--- src/rtl/adma_pkg.sv ---
package adma_pkg;

  // Largest sample: 16-bit stereo, four bytes
  localparam int unsigned ADMA_NBYTE_MAX = 4;
  localparam int unsigned ADMA_CNT_W     = $clog2(ADMA_NBYTE_MAX) + 1;

  typedef struct packed {
    logic wide;    // 16-bit samples
    logic stereo;  // two channels
  } adma_fmt_t;

  function automatic logic [ADMA_CNT_W-1:0] adma_nbytes(input adma_fmt_t fmt);
    logic [ADMA_CNT_W-1:0] n;
    case ({fmt.wide, fmt.stereo})
      2'b00:   n = ADMA_CNT_W'(1);
      2'b01:   n = ADMA_CNT_W'(2);
      2'b10:   n = ADMA_CNT_W'(2);
      default: n = ADMA_CNT_W'(4);
    endcase
    return n;
  endfunction

endpackage

--- src/rtl/adma_rst_sync.sv ---
module adma_rst_sync #(
  parameter int STAGES = 2
) (
  input  logic clk,
  input  logic arst_n,
  output logic rst_n_sync
);

  logic [STAGES-1:0] sync_q;
  logic [STAGES-1:0] sync_n;

  always_comb begin
    sync_n = {sync_q[STAGES-2:0], 1'b1};
  end

  always_ff @(posedge clk or negedge arst_n) begin
    if (!arst_n) sync_q <= '0;
    else         sync_q <= sync_n;
  end

  assign rst_n_sync = sync_q[STAGES-1];

endmodule

--- src/rtl/adma_engine.sv ---
module adma_engine #(
  parameter int NBYTE_MAX = 4,
  localparam int IDX_W = $clog2(NBYTE_MAX),
  localparam int CNT_W = IDX_W + 1
) (
  input  logic             clk,
  input  logic             rst_n,
  input  logic [CNT_W-1:0] n_bytes,
  input  logic             can_raise,
  input  logic             ack,
  input  logic             stb,
  output logic             req,
  output logic             raise,
  output logic             xfer,
  output logic [IDX_W-1:0] idx,
  output logic             done
);

  logic             req_q, req_n;
  logic             done_q, done_n;
  logic [IDX_W-1:0] idx_q, idx_n;
  logic             idx_en;
  logic             last;

  always_comb begin
    xfer   = req_q & ack & stb;
    last   = ({1'b0, idx_q} == (n_bytes - CNT_W'(1)));
    raise  = can_raise & ~req_q & ~done_q;
    idx_en = xfer;
    idx_n  = last ? '0 : idx_q + 1'b1;
    done_n = xfer & last;
    req_n  = req_q;
    if (raise)          req_n = 1'b1;
    else if (xfer && last) req_n = 1'b0;
  end

  always_ff @(posedge clk or negedge rst_n) begin
    if (!rst_n) begin
      req_q  <= 1'b0;
      done_q <= 1'b0;
      idx_q  <= '0;
    end else begin
      req_q  <= req_n;
      done_q <= done_n;
      if (idx_en) idx_q <= idx_n;
    end
  end

  assign req  = req_q;
  assign idx  = idx_q;
  assign done = done_q;

  // the final accepted byte always drops the request
  p_req_drop_after_last_r6: assert property (@(posedge clk) disable iff (!rst_n)
    (xfer && last) |=> !req_q);

  // a request only falls because a sample completed
  p_req_fall_cause_r6: assert property (@(posedge clk) disable iff (!rst_n)
    $fell(req_q) |-> $past(xfer && last));

  // sample-done is a single-cycle pulse
  p_done_one_cycle_r3: assert property (@(posedge clk) disable iff (!rst_n)
    done_q |=> !done_q);

  // a request rises only with a grant in the previous cycle
  p_raise_granted_r5: assert property (@(posedge clk) disable iff (!rst_n)
    $rose(req_q) |-> $past(can_raise));

  // byte position stays inside the sample length
  p_idx_bound_r1: assert property (@(posedge clk) disable iff (!rst_n)
    req_q |-> ({1'b0, idx_q} < n_bytes));

endmodule

--- src/rtl/adma_pack.sv ---
module adma_pack #(
  parameter int BYTE_W    = 8,
  parameter int NBYTE_MAX = 4,
  localparam int IDX_W = $clog2(NBYTE_MAX),
  localparam int SMP_W = BYTE_W * NBYTE_MAX
) (
  input  logic              clk,
  input  logic              rst_n,
  input  logic              start,
  input  logic              wr_en,
  input  logic [IDX_W-1:0]  idx,
  input  logic [BYTE_W-1:0] din,
  output logic [SMP_W-1:0]  smp
);

  logic [SMP_W-1:0] asm_q, asm_n;
  logic             asm_en;

  always_comb begin
    asm_en = start | wr_en;
    asm_n  = asm_q;
    if (start) asm_n = '0;
    else       asm_n[idx*BYTE_W +: BYTE_W] = din;
  end

  always_ff @(posedge clk or negedge rst_n) begin
    if (!rst_n)      asm_q <= '0;
    else if (asm_en) asm_q <= asm_n;
  end

  assign smp = asm_q;

  // a new sample starts from an all-zero word
  p_clear_on_start_r3: assert property (@(posedge clk) disable iff (!rst_n)
    (start && !wr_en) |=> (smp == '0));

  // without an accepted strobe or a new sample, the word holds
  p_hold_idle_r7: assert property (@(posedge clk) disable iff (!rst_n)
    (!start && !wr_en) |=> $stable(smp));

endmodule

--- src/rtl/adma_unpack.sv ---
module adma_unpack #(
  parameter int BYTE_W    = 8,
  parameter int NBYTE_MAX = 4,
  localparam int IDX_W = $clog2(NBYTE_MAX),
  localparam int SMP_W = BYTE_W * NBYTE_MAX
) (
  input  logic              clk,
  input  logic              rst_n,
  input  logic              load,
  input  logic [SMP_W-1:0]  smp_in,
  input  logic              rd_en,
  input  logic [IDX_W-1:0]  idx,
  output logic [BYTE_W-1:0] dout
);

  logic [SMP_W-1:0] hold_q;
  logic             hold_en;

  always_comb begin
    hold_en = load;
    dout    = '0;
    if (rd_en) dout = hold_q[idx*BYTE_W +: BYTE_W];
  end

  always_ff @(posedge clk or negedge rst_n) begin
    if (!rst_n)       hold_q <= '0;
    else if (hold_en) hold_q <= smp_in;
  end

  // the latched sample is untouched while bytes are read out
  p_hold_stable_r4: assert property (@(posedge clk) disable iff (!rst_n)
    !load |=> $stable(hold_q));

endmodule

--- src/rtl/audio_dma_seq.sv ---
module audio_dma_seq #(
  parameter int BYTE_W = 8,
  localparam int NBYTE_MAX = adma_pkg::ADMA_NBYTE_MAX,
  localparam int SMP_W     = BYTE_W * NBYTE_MAX,
  localparam int IDX_W     = $clog2(NBYTE_MAX),
  localparam int CNT_W     = IDX_W + 1
) (
  input  logic              clk,
  input  logic              rst_n,
  input  logic              cfg_wide,
  input  logic              cfg_stereo,
  input  logic              cfg_single,
  input  logic              cfg_pb_en,
  input  logic              cfg_cap_en,
  input  logic              cfg_pb_pio,
  input  logic              cfg_cap_pio,
  input  logic              pb_space,
  output logic [SMP_W-1:0]  pb_smp_data,
  output logic              pb_smp_done,
  input  logic              cap_avail,
  input  logic [SMP_W-1:0]  cap_smp_data,
  output logic              cap_smp_done,
  output logic              pb_drq,
  input  logic              pb_dak,
  output logic              cap_drq,
  input  logic              cap_dak,
  input  logic              bus_rd,
  input  logic              bus_wr,
  input  logic [BYTE_W-1:0] bus_din,
  output logic [BYTE_W-1:0] bus_dout,
  output logic              bus_en,
  output logic              bus_dir
);

  import adma_pkg::*;

  logic             rst_n_i;
  adma_fmt_t        fmt;
  logic [CNT_W-1:0] n_bytes;

  logic             pb_can, cap_can;
  logic             pb_ack_eff, cap_ack_eff;
  logic             pb_req, cap_req;
  logic             pb_raise, cap_raise;
  logic             pb_xfer, cap_xfer;
  logic [IDX_W-1:0] pb_idx, cap_idx;

  adma_rst_sync #(.STAGES(2)) u_rst (
    .clk        (clk),
    .arst_n     (rst_n),
    .rst_n_sync (rst_n_i)
  );

  always_comb begin
    fmt.wide   = cfg_wide;
    fmt.stereo = cfg_stereo;
    n_bytes    = adma_nbytes(fmt);
    // shared pair in single mode: its acknowledge serves whichever side owns it
    pb_ack_eff  = pb_dak;
    cap_ack_eff = cfg_single ? pb_dak : cap_dak;
    pb_can  = cfg_pb_en & ~cfg_pb_pio & pb_space &
              (~cfg_single | ~cap_req);
    cap_can = cfg_cap_en & ~cfg_cap_pio & cap_avail &
              (~cfg_single | (~cfg_pb_en & ~pb_req));
    pb_drq  = pb_req | (cfg_single & cap_req);
    cap_drq = ~cfg_single & cap_req;
    bus_en  = (pb_req & pb_ack_eff) | (cap_req & cap_ack_eff);
    bus_dir = cap_req & cap_ack_eff;
  end

  adma_engine #(.NBYTE_MAX(NBYTE_MAX)) u_pb_eng (
    .clk       (clk),
    .rst_n     (rst_n_i),
    .n_bytes   (n_bytes),
    .can_raise (pb_can),
    .ack       (pb_ack_eff),
    .stb       (bus_wr),
    .req       (pb_req),
    .raise     (pb_raise),
    .xfer      (pb_xfer),
    .idx       (pb_idx),
    .done      (pb_smp_done)
  );

  adma_engine #(.NBYTE_MAX(NBYTE_MAX)) u_cap_eng (
    .clk       (clk),
    .rst_n     (rst_n_i),
    .n_bytes   (n_bytes),
    .can_raise (cap_can),
    .ack       (cap_ack_eff),
    .stb       (bus_rd),
    .req       (cap_req),
    .raise     (cap_raise),
    .xfer      (cap_xfer),
    .idx       (cap_idx),
    .done      (cap_smp_done)
  );

  adma_pack #(.BYTE_W(BYTE_W), .NBYTE_MAX(NBYTE_MAX)) u_pack (
    .clk   (clk),
    .rst_n (rst_n_i),
    .start (pb_raise),
    .wr_en (pb_xfer),
    .idx   (pb_idx),
    .din   (bus_din),
    .smp   (pb_smp_data)
  );

  adma_unpack #(.BYTE_W(BYTE_W), .NBYTE_MAX(NBYTE_MAX)) u_unpack (
    .clk    (clk),
    .rst_n  (rst_n_i),
    .load   (cap_raise),
    .smp_in (cap_smp_data),
    .rd_en  (cap_xfer),
    .idx    (cap_idx),
    .dout   (bus_dout)
  );

  // the shared pair never has two owners
  p_single_one_owner_r9: assert property (@(posedge clk) disable iff (!rst_n_i)
    cfg_single |-> !(pb_req && cap_req));

  // the capture request pin is quiet in single mode
  p_single_cap_quiet_r9: assert property (@(posedge clk) disable iff (!rst_n_i)
    cfg_single |-> !cap_drq);

  // the data bus is enabled only for an owner of a raised request
  p_bus_en_owner_r10: assert property (@(posedge clk) disable iff (!rst_n_i)
    bus_en |-> (pb_drq || cap_drq));

  // a direction toward the host only during an enabled cycle
  p_dir_needs_en_r10: assert property (@(posedge clk) disable iff (!rst_n_i)
    bus_dir |-> bus_en);

endmodule

--- config.mk ---
export PLATFORM = sky130hd
export DESIGN_NAME = audio_dma_seq
export DESIGN_NICKNAME = d
export VERILOG_FILES = /design/src/rtl/adma_pkg.sv /design/src/rtl/adma_rst_sync.sv /design/src/rtl/adma_engine.sv /design/src/rtl/adma_pack.sv /design/src/rtl/adma_unpack.sv /design/src/rtl/audio_dma_seq.sv
export SDC_FILE = /design/constraint.sdc
export NUM_CORES = 1
export LEC_CHECK = 0
export ABC_CLOCK_PERIOD_IN_PS = 2500
export BUFFER_PORTS_ARGS = -buffer_cell sky130_fd_sc_hd__buf_2
export CAP_MARGIN = 0
export CORE_MARGIN = 3
export CORE_UTILIZATION = 52
export CTS_CLUSTER_DIAMETER = 120
export CTS_CLUSTER_SIZE = 30
export DETAILED_ROUTE_END_ITERATION = 7
export PLACE_DENSITY = 0.87
export SLEW_MARGIN = 20
export SYNTH_ARGS = -nofsm -noshare
export SYNTH_HDL_FRONTEND = slang
export SYNTH_SLANG_ARGS = --single-unit
--- constraint.sdc ---
create_clock -name clk -period 2.5 [get_ports clk]
set_input_delay 0.25 -clock clk [delete_from_list [all_inputs] [get_ports clk]]
set_output_delay 0.25 -clock clk [all_outputs]
set_load 0.02 [all_outputs]
==> flow_summary.ini, run 1 <==
[global_route]
grt_util_all_layers_pct = 21.39
antenna_found_initial = 0
grt_pass1_wl_mm = 12.96
grt.overflow.total = 0
grt_start_max_net_pins = 47
grt_pass1_vias = 2709

[detailed_routing]
drc = 0
drt_first_pass_iters = 5
drtAntennaViolNets = 0
drtIter0Drc = 132
wl_per_cell_um = 16.90
route.vias.total = 2660
wl_mm = 7.877
vias_per_cell = 5.708

[floorplan]
fp.dieW_um = 88.68
start_util_pct = 54.73
fp.dieH_um = 88.68
core_area_sq_um = 6495
row_count = 29
dieArea_sq_um = 7864
ioPinCount = 101

[synth]
synth_nets = 346
ys.flop_type = dfrtp_1
synth-seq-area-share_pct = 52.09
syn-instance-count = 286
synth_edf_count = 0
avgSynthCellArea_sq_um = 12.43
syn_area_sq_um = 3555
async_flop_share_pct = 100.0
synth_cell_types = 43
ys_warn_count = 0
ys_seq_elements = 74

[critical_path]
cp-startpoint = u_cap_eng.idx[0]
crit_path_max_fanout = 14
crit_chain = mux4_1, nor2b_1, buf_2
worstRegToRegCells = 5
critPathRequiredTime_ps = 2250
path_buf_inv = 1
critPathMaxStageDelay_ps = 760
crit_cells = 3
r2r_end = u_pack.smp[1]
path_class = flop to primary output
worstPathArrival_ps = 2070
endpoint_kind = primary output
cp_slowest_cell = dfrtp_1
cp_top_family = flip-flops
r2r-start = u_pb_eng.idx[0]
critPathCapture = bus_dout[0]
reg2reg_slack_ps = 480
crit_path_start_kind = flop

[sta]
timing.final.hold_violations = 0
tns_ps = 0
skew_ps = 6.199
timing.final.ws_setup_ps = 179.3
fmax_mhz = 430.9
rsz0062_at_grt = no
slew_viol_final = 0
post-route-period-util_pct = 92.83
worstMarginPinSlew_ps = 649.7
holdWs_ps = 132.1
maxSlewHeadroom_pct = 56.69
setup_viol = 0
period_needed_ps = 2321

[power]
p_comb_share_pct = 33.4
seqPwrFrac_pct = 43.6
powerDensity_nw_per_um2 = 942.3
leakage_nw = 2.268
ir_drop_v = 0.0004419
switchingPower_mw = 1.383
p_sw_share_pct = 34.04
pwr-share-clk_pct = 23.0
power.internal_mw = 2.679
total_power_mw = 4.062

[placement]
placed_cell_area_sq_um = 4103
place_inst = 449
pre_cts_slack_ps = 531.2
io_buffers = 100
finalWeightedCongestion = 0.8977
dp_hpwl_mm = 5.724

[status]
status = finished clean

[layout]
stdcell_area_sq_um = 4310
area_growth_pct = 21.26
layout.cells.non_filler = 466
postLayoutCoreUtil_pct = 66.36
final_cell_mix = buf_2, dfrtp_1, mux2_4, nand2_1, a21oi_1
num_antenna_cells = 0
nNetsFinal = 444
final_common_cell = buf_2
nFillCells = 516
layout-drive-gt1-share_pct = 41.65

[cts]
post_cts_buffers = 0
ctsHoldBuffers = 1
clock_sinks = 74
clk_latency_ps = 340
root_buffer = clkbuf_8
cts_resized = 0
cts-buffers-inserted = 9
clk_pin_slew_ps = 80
cts_tree = yes
htree_num_levels = 3
cts_max_path_buffers = 2

[worst_hold_path]
hold_class = input port to flop

[run]
drv_cap = 0
## how the worst min path moves through the flow
| stage | startpoint | endpoint | slack (ps) | cells past startpoint |
|---|---|---|---|---|
| detailed placement | rst_n | u_rst.sync_q[0] | 40 | 1 |
| global route | cap_smp_data[28] | u_unpack.hold_q[28] | 120 | 2 |
| CTS | cap_smp_data[17] | u_unpack.hold_q[17] | 120 | 2 |
| floorplan | rst_n | u_rst.sync_q[0] | -50 | 0 |
| finish | cap_smp_data[17] | u_unpack.hold_q[17] | 130 | 2 |
| global placement | rst_n | u_rst.sync_q[0] | 40 | 1 |
## metal layers
metal  track usage (%)  share of wire, %  vias to the layer above
met3             4.655               7.2                       12
met4             9.890               1.6                        0
met1             27.53                41                     1307
met2             34.55                50                       99
met5                 0                 0                        -
li1                  -                 -                     1242
## power by group through the flow
stage	registers, mW	logic (mW)	clock network, mW
after floorplan	1.83	0.926	0
after global placement	1.77	1.32	0
after detailed placement	1.79	1.36	0
after CTS	1.77	1.36	0.958
after global routing	1.82	1.49	1.02
final	1.77	1.36	0.935
## layout make-up
| class | count | area, sq um | area share (%) |
|---|---|---|---|
| sequential | 74 | 1853 | 42.99 |
| multi-input combinational | 188 | 1572 | 36.46 |
| clock inverter | 2 | 35.03 | 0.8128 |
| timing repair buffer | 106 | 573.1 | 13.29 |
| tap | 77 | 96.34 | 2.235 |
| inverter | 5 | 18.77 | 0.4354 |
| clock buffer | 14 | 162.7 | 3.774 |
## cell usage after synthesis, types with 2 or more instances
cell / n / share of area [%]
and2_1: 2 / 0.35
and4_1: 3 / 0.74
dfrtp_1: 74 / 52
inv_1: 5 / 0.53
clkbuf_1: 2 / 0.21
a21oi_1: 24 / 3.4
mux2_2: 5 / 1.6
ha_1: 5 / 1.8
o311ai_1: 2 / 0.49
or4_1: 2 / 0.42
nand2_1: 26 / 2.7
buf_6: 3 / 0.95
mux4_1: 3 / 2.2
mux4_2: 5 / 3.2
nand4_1: 15 / 2.6
o21ai_0: 2 / 0.28
nor2_1: 10 / 1.1
nand3_1: 17 / 2.4
a32oi_1: 8 / 2.0
nor2b_1: 10 / 1.8
a21o_1: 3 / 0.63
mux2_4: 29 / 12
buf_2: 11 / 1.5
## logic make-up (layout without fill, tap and decap cells)
group / Yosys count / after routing / share of synthesized area [%]
fa+ha+maj: 5 / 5 / 1.760
buf+inv: 24 / 127 / 3.696
flops: 74 / 74 / 52.09
mux: 43 / 43 / 19.50
simple gates: 96 / 96 / 15.21
compound gates: 42 / 42 / 7.392
other cells: 1 / 1 / 0.1055
xor+xnor: 1 / 1 / 0.2464
## registers in the layout (all words and copies together), names as in the netlist
name,count
u_pack.smp,32
u_pb_eng.req,1
u_cap_eng.done,1
u_rst.sync_q,2
u_cap_eng.req,1
u_unpack.hold_q,32
u_pb_eng.done,1
u_pb_eng.idx,2
u_cap_eng.idx,2
(Power assumes the default switching activity.)
==> run 2: changes to the inputs <==
--- a/config.mk
+++ b/config.mk
@@ -5,6 +5,7 @@
 export SDC_FILE = /design/constraint.sdc
 export NUM_CORES = 1
 export LEC_CHECK = 0
+export ABC_AREA = 1
 export ABC_CLOCK_PERIOD_IN_PS = 2500
 export BUFFER_PORTS_ARGS = -buffer_cell sky130_fd_sc_hd__buf_2
 export CAP_MARGIN = 0
==> run 2 against run 1 <==
Global-route usage up 2.7 points. Via count increased by 30%. Non-clock buffer count down 1. Die area rose by 1.9%. Fmax increased by 1.9%. Clock power grew 24%. Flip-flop and latch count did not move. Largest power group unchanged. First-iteration DRC count increased by 45%. Sequential power is 6% higher. Wire length is 14% higher. Final cell count is 37% higher.
==> flow_summary.ini, run 2 <==
[sta]
worstMarginPinSlew_ps = 893.1
setup_viol = 0
timing.final.hold_violations = 0
timing.final.ws_setup_ps = 223.6
post-route-period-util_pct = 91.06
rsz0062_at_grt = no
tns_ps = 0
maxSlewHeadroom_pct = 40.46
fmax_mhz = 439.3
period_needed_ps = 2276
slew_viol_final = 0
skew_ps = 5.763

[floorplan]
dieArea_sq_um = 8011
row_count = 29
fp.dieW_um = 89.51
ioPinCount = 101
fp.dieH_um = 89.51
start_util_pct = 55.21
core_area_sq_um = 6568

[layout]
layout-drive-gt1-share_pct = 24.31
nNetsFinal = 602
area_growth_pct = 21.70
final_common_cell = nand2_1
num_antenna_cells = 0
final_cell_mix = nand2_1, buf_2, dfrtp_1, nand3_1

[synth]
yosysTopAreaCellShare_pct = 51.07
ys_warn_count = 0
synth_nets = 509
yosys-top-cells-count = nand2_1, dfrtp_1, nand3_1
synth-xor-area-share_pct = 0.2415
synth_area_leaders = dfrtp_1, nand2_1, nand3_1
synth_top_family_by_area = simple AND/OR/NAND/NOR gates
synth_compound_area_share_pct = 11.11
ys_seq_elements = 74
syn_area_sq_um = 3626
async_flop_share_pct = 100.0
synth-seq-area-share_pct = 51.07
ys.flop_type = dfrtp_1
synth_edf_count = 0
synth-adder-area-share_pct = 1.725
yosys.area_share.simple_pct = 28.92
synth_cell_types = 28
yosysMostFrequentCell = nand2_1
synth_mux_area_share_pct = 0
syn-instance-count = 449
avgSynthCellArea_sq_um = 8.076
yosysTopAreaCell = dfrtp_1

[worst_hold_path]
hold_class = input port to flop
min_path_cells = 3

[power]
total_power_mw = 4.639
ir_drop_v = 0.0006125
leakage_nw = 2.391
powerDensity_nw_per_um2 = 1051

[placement]
dp_hpwl_mm = 6.400
finalWeightedCongestion = 0.8689
pre_cts_slack_ps = 664.7
io_buffers = 100

[global_route]
grt_pass1_vias = 3224
grt_start_max_net_pins = 73
grt.overflow.total = 0
grt_pass1_wl_mm = 14.97
grt_util_all_layers_pct = 24.08
antenna_found_initial = 0

[critical_path]
endpoint_kind = primary output
worstRegToRegCells = 5
worstPathArrival_ps = 2030
critPathRequiredTime_ps = 2250
crit_path_max_fanout = 11
path_class = flop to primary output
crit_path_start_kind = flop

[detailed_routing]
route.vias.total = 3458
drc = 0
vias_per_cell = 5.403
wl_per_cell_um = 13.98
drtAntennaViolNets = 0
wl_mm = 8.950
drtIter0Drc = 191
drt_first_pass_iters = 5

[run]
drv_cap = 0

[cts]
clk_pin_slew_ps = 80
cts-buffers-inserted = 9
cts_tree = yes
htree_num_levels = 3
clk_latency_ps = 350
cts_max_path_buffers = 2
root_buffer = clkbuf_8
clock_sinks = 74
post_cts_buffers = 0

[status]
status = finished clean
==> run 2: cell count changes after synthesis, sizes merged, moves of 3 or more <==
cell	change
and4	-3
nor2	+34
nand2	+85
a32oi	-8
nor3	+3
nand3	+38
o21ai	+36
inv	+26
clkbuf	+3
a21o	-3
nor2b	-10
mux2	-34
a21oi	+17
mux4	-8
==> run 2: worst max-delay path, stage by stage, from the launching register on <==
cell and delay (ps):
dfrtp_1 560, clkinv_1 360, nor2_1 220, o21ai_0 140
a21oi_1 200, buf_2 200
==> run 2: kinds of logic (layout without fill, tap and decap cells) <==
| group | Yosys count | count (layout) |
|---|---|---|
| adders and majority gates | 5 | 5 |
| xor gates and xnor gates | 1 | 1 |
| buffers and inverters | 55 | 153 |
| DFF | 74 | 74 |
| other | 1 | 1 |
| AOI/OAI and AO/OA | 80 | 80 |
| and+or+nand+nor | 233 | 233 |
==> run 2: layout make-up <==
class	instances	area, sq um
Timing Repair Buffer	105	540.5
Clock buffer	12	155.1
Clock inverter	4	97.59
Multi-Input combinational cell	320	1530
Tap cell	93	116.4
Sequential cell	74	1853
Fill cell	550	2155
Inverter	32	120.1
==> run 2: report_power, final <==
group / total, mW / internal (mW) / switching, mW
logic: 1.61 / 0.526 / 1.08
registers: 1.87 / 1.57 / 0.300
clock network: 1.16 / 0.718 / 0.437
total: 4.64 / 2.82 / 1.82
==> run 2: per-stage QoR <==
| stage | hold WS (ps) | cell area [sq um] | util (%) | instances |
|---|---|---|---|---|
| after global placement | 39.51 | 4150 | 63.19 | 623 |
| final | 124.3 | 4413 | 67.19 | 640 |
| after floorplan | -45.59 | 3626 | - | 449 |
| after global routing | 136.7 | 4413 | 67.19 | 640 |
| after CTS | 117.0 | 4413 | 67.19 | 640 |
| after detailed placement | 41.01 | 4150 | 63.19 | 623 |
==> run 2: worst paths after layout <==
| kind | slack, ps | startpoint | end |
|---|---|---|---|
| worst max-delay path | 220 | u_cap_eng.idx[1] | bus_dout[3] |
| worst min-delay path | 120 | cap_smp_data[14] | u_unpack.hold_q[14] |
| worst max register to register | 740 | u_pb_eng.idx[1] | u_pack.smp[27] |
| worst min register to register | 370 | u_rst.sync_q[0] | u_rst.sync_q[1] |
| max in group asynchronous | 1440 | u_rst.sync_q[1] | u_unpack.hold_q[26] |
| min in group asynchronous | 210 | rst_n | u_rst.sync_q[0] |
==> run 2: per-layer routing <==
metal  wire [um]  track usage [%]  vias up
met5           0                0        -
met4         208            8.796        0
met3         709            4.147       18
met2        4496            41.26      167
met1        3536            30.60     1600
li1            -                -     1673
==> run 2: timing repair <==
action | 4_1_cts | 5_1_grt
resized for setup | 0 | 0
hold buffers | 1 | 0
endpoints found under the setup margin | 0 | 0
endpoints found under the hold margin | 2 | 0
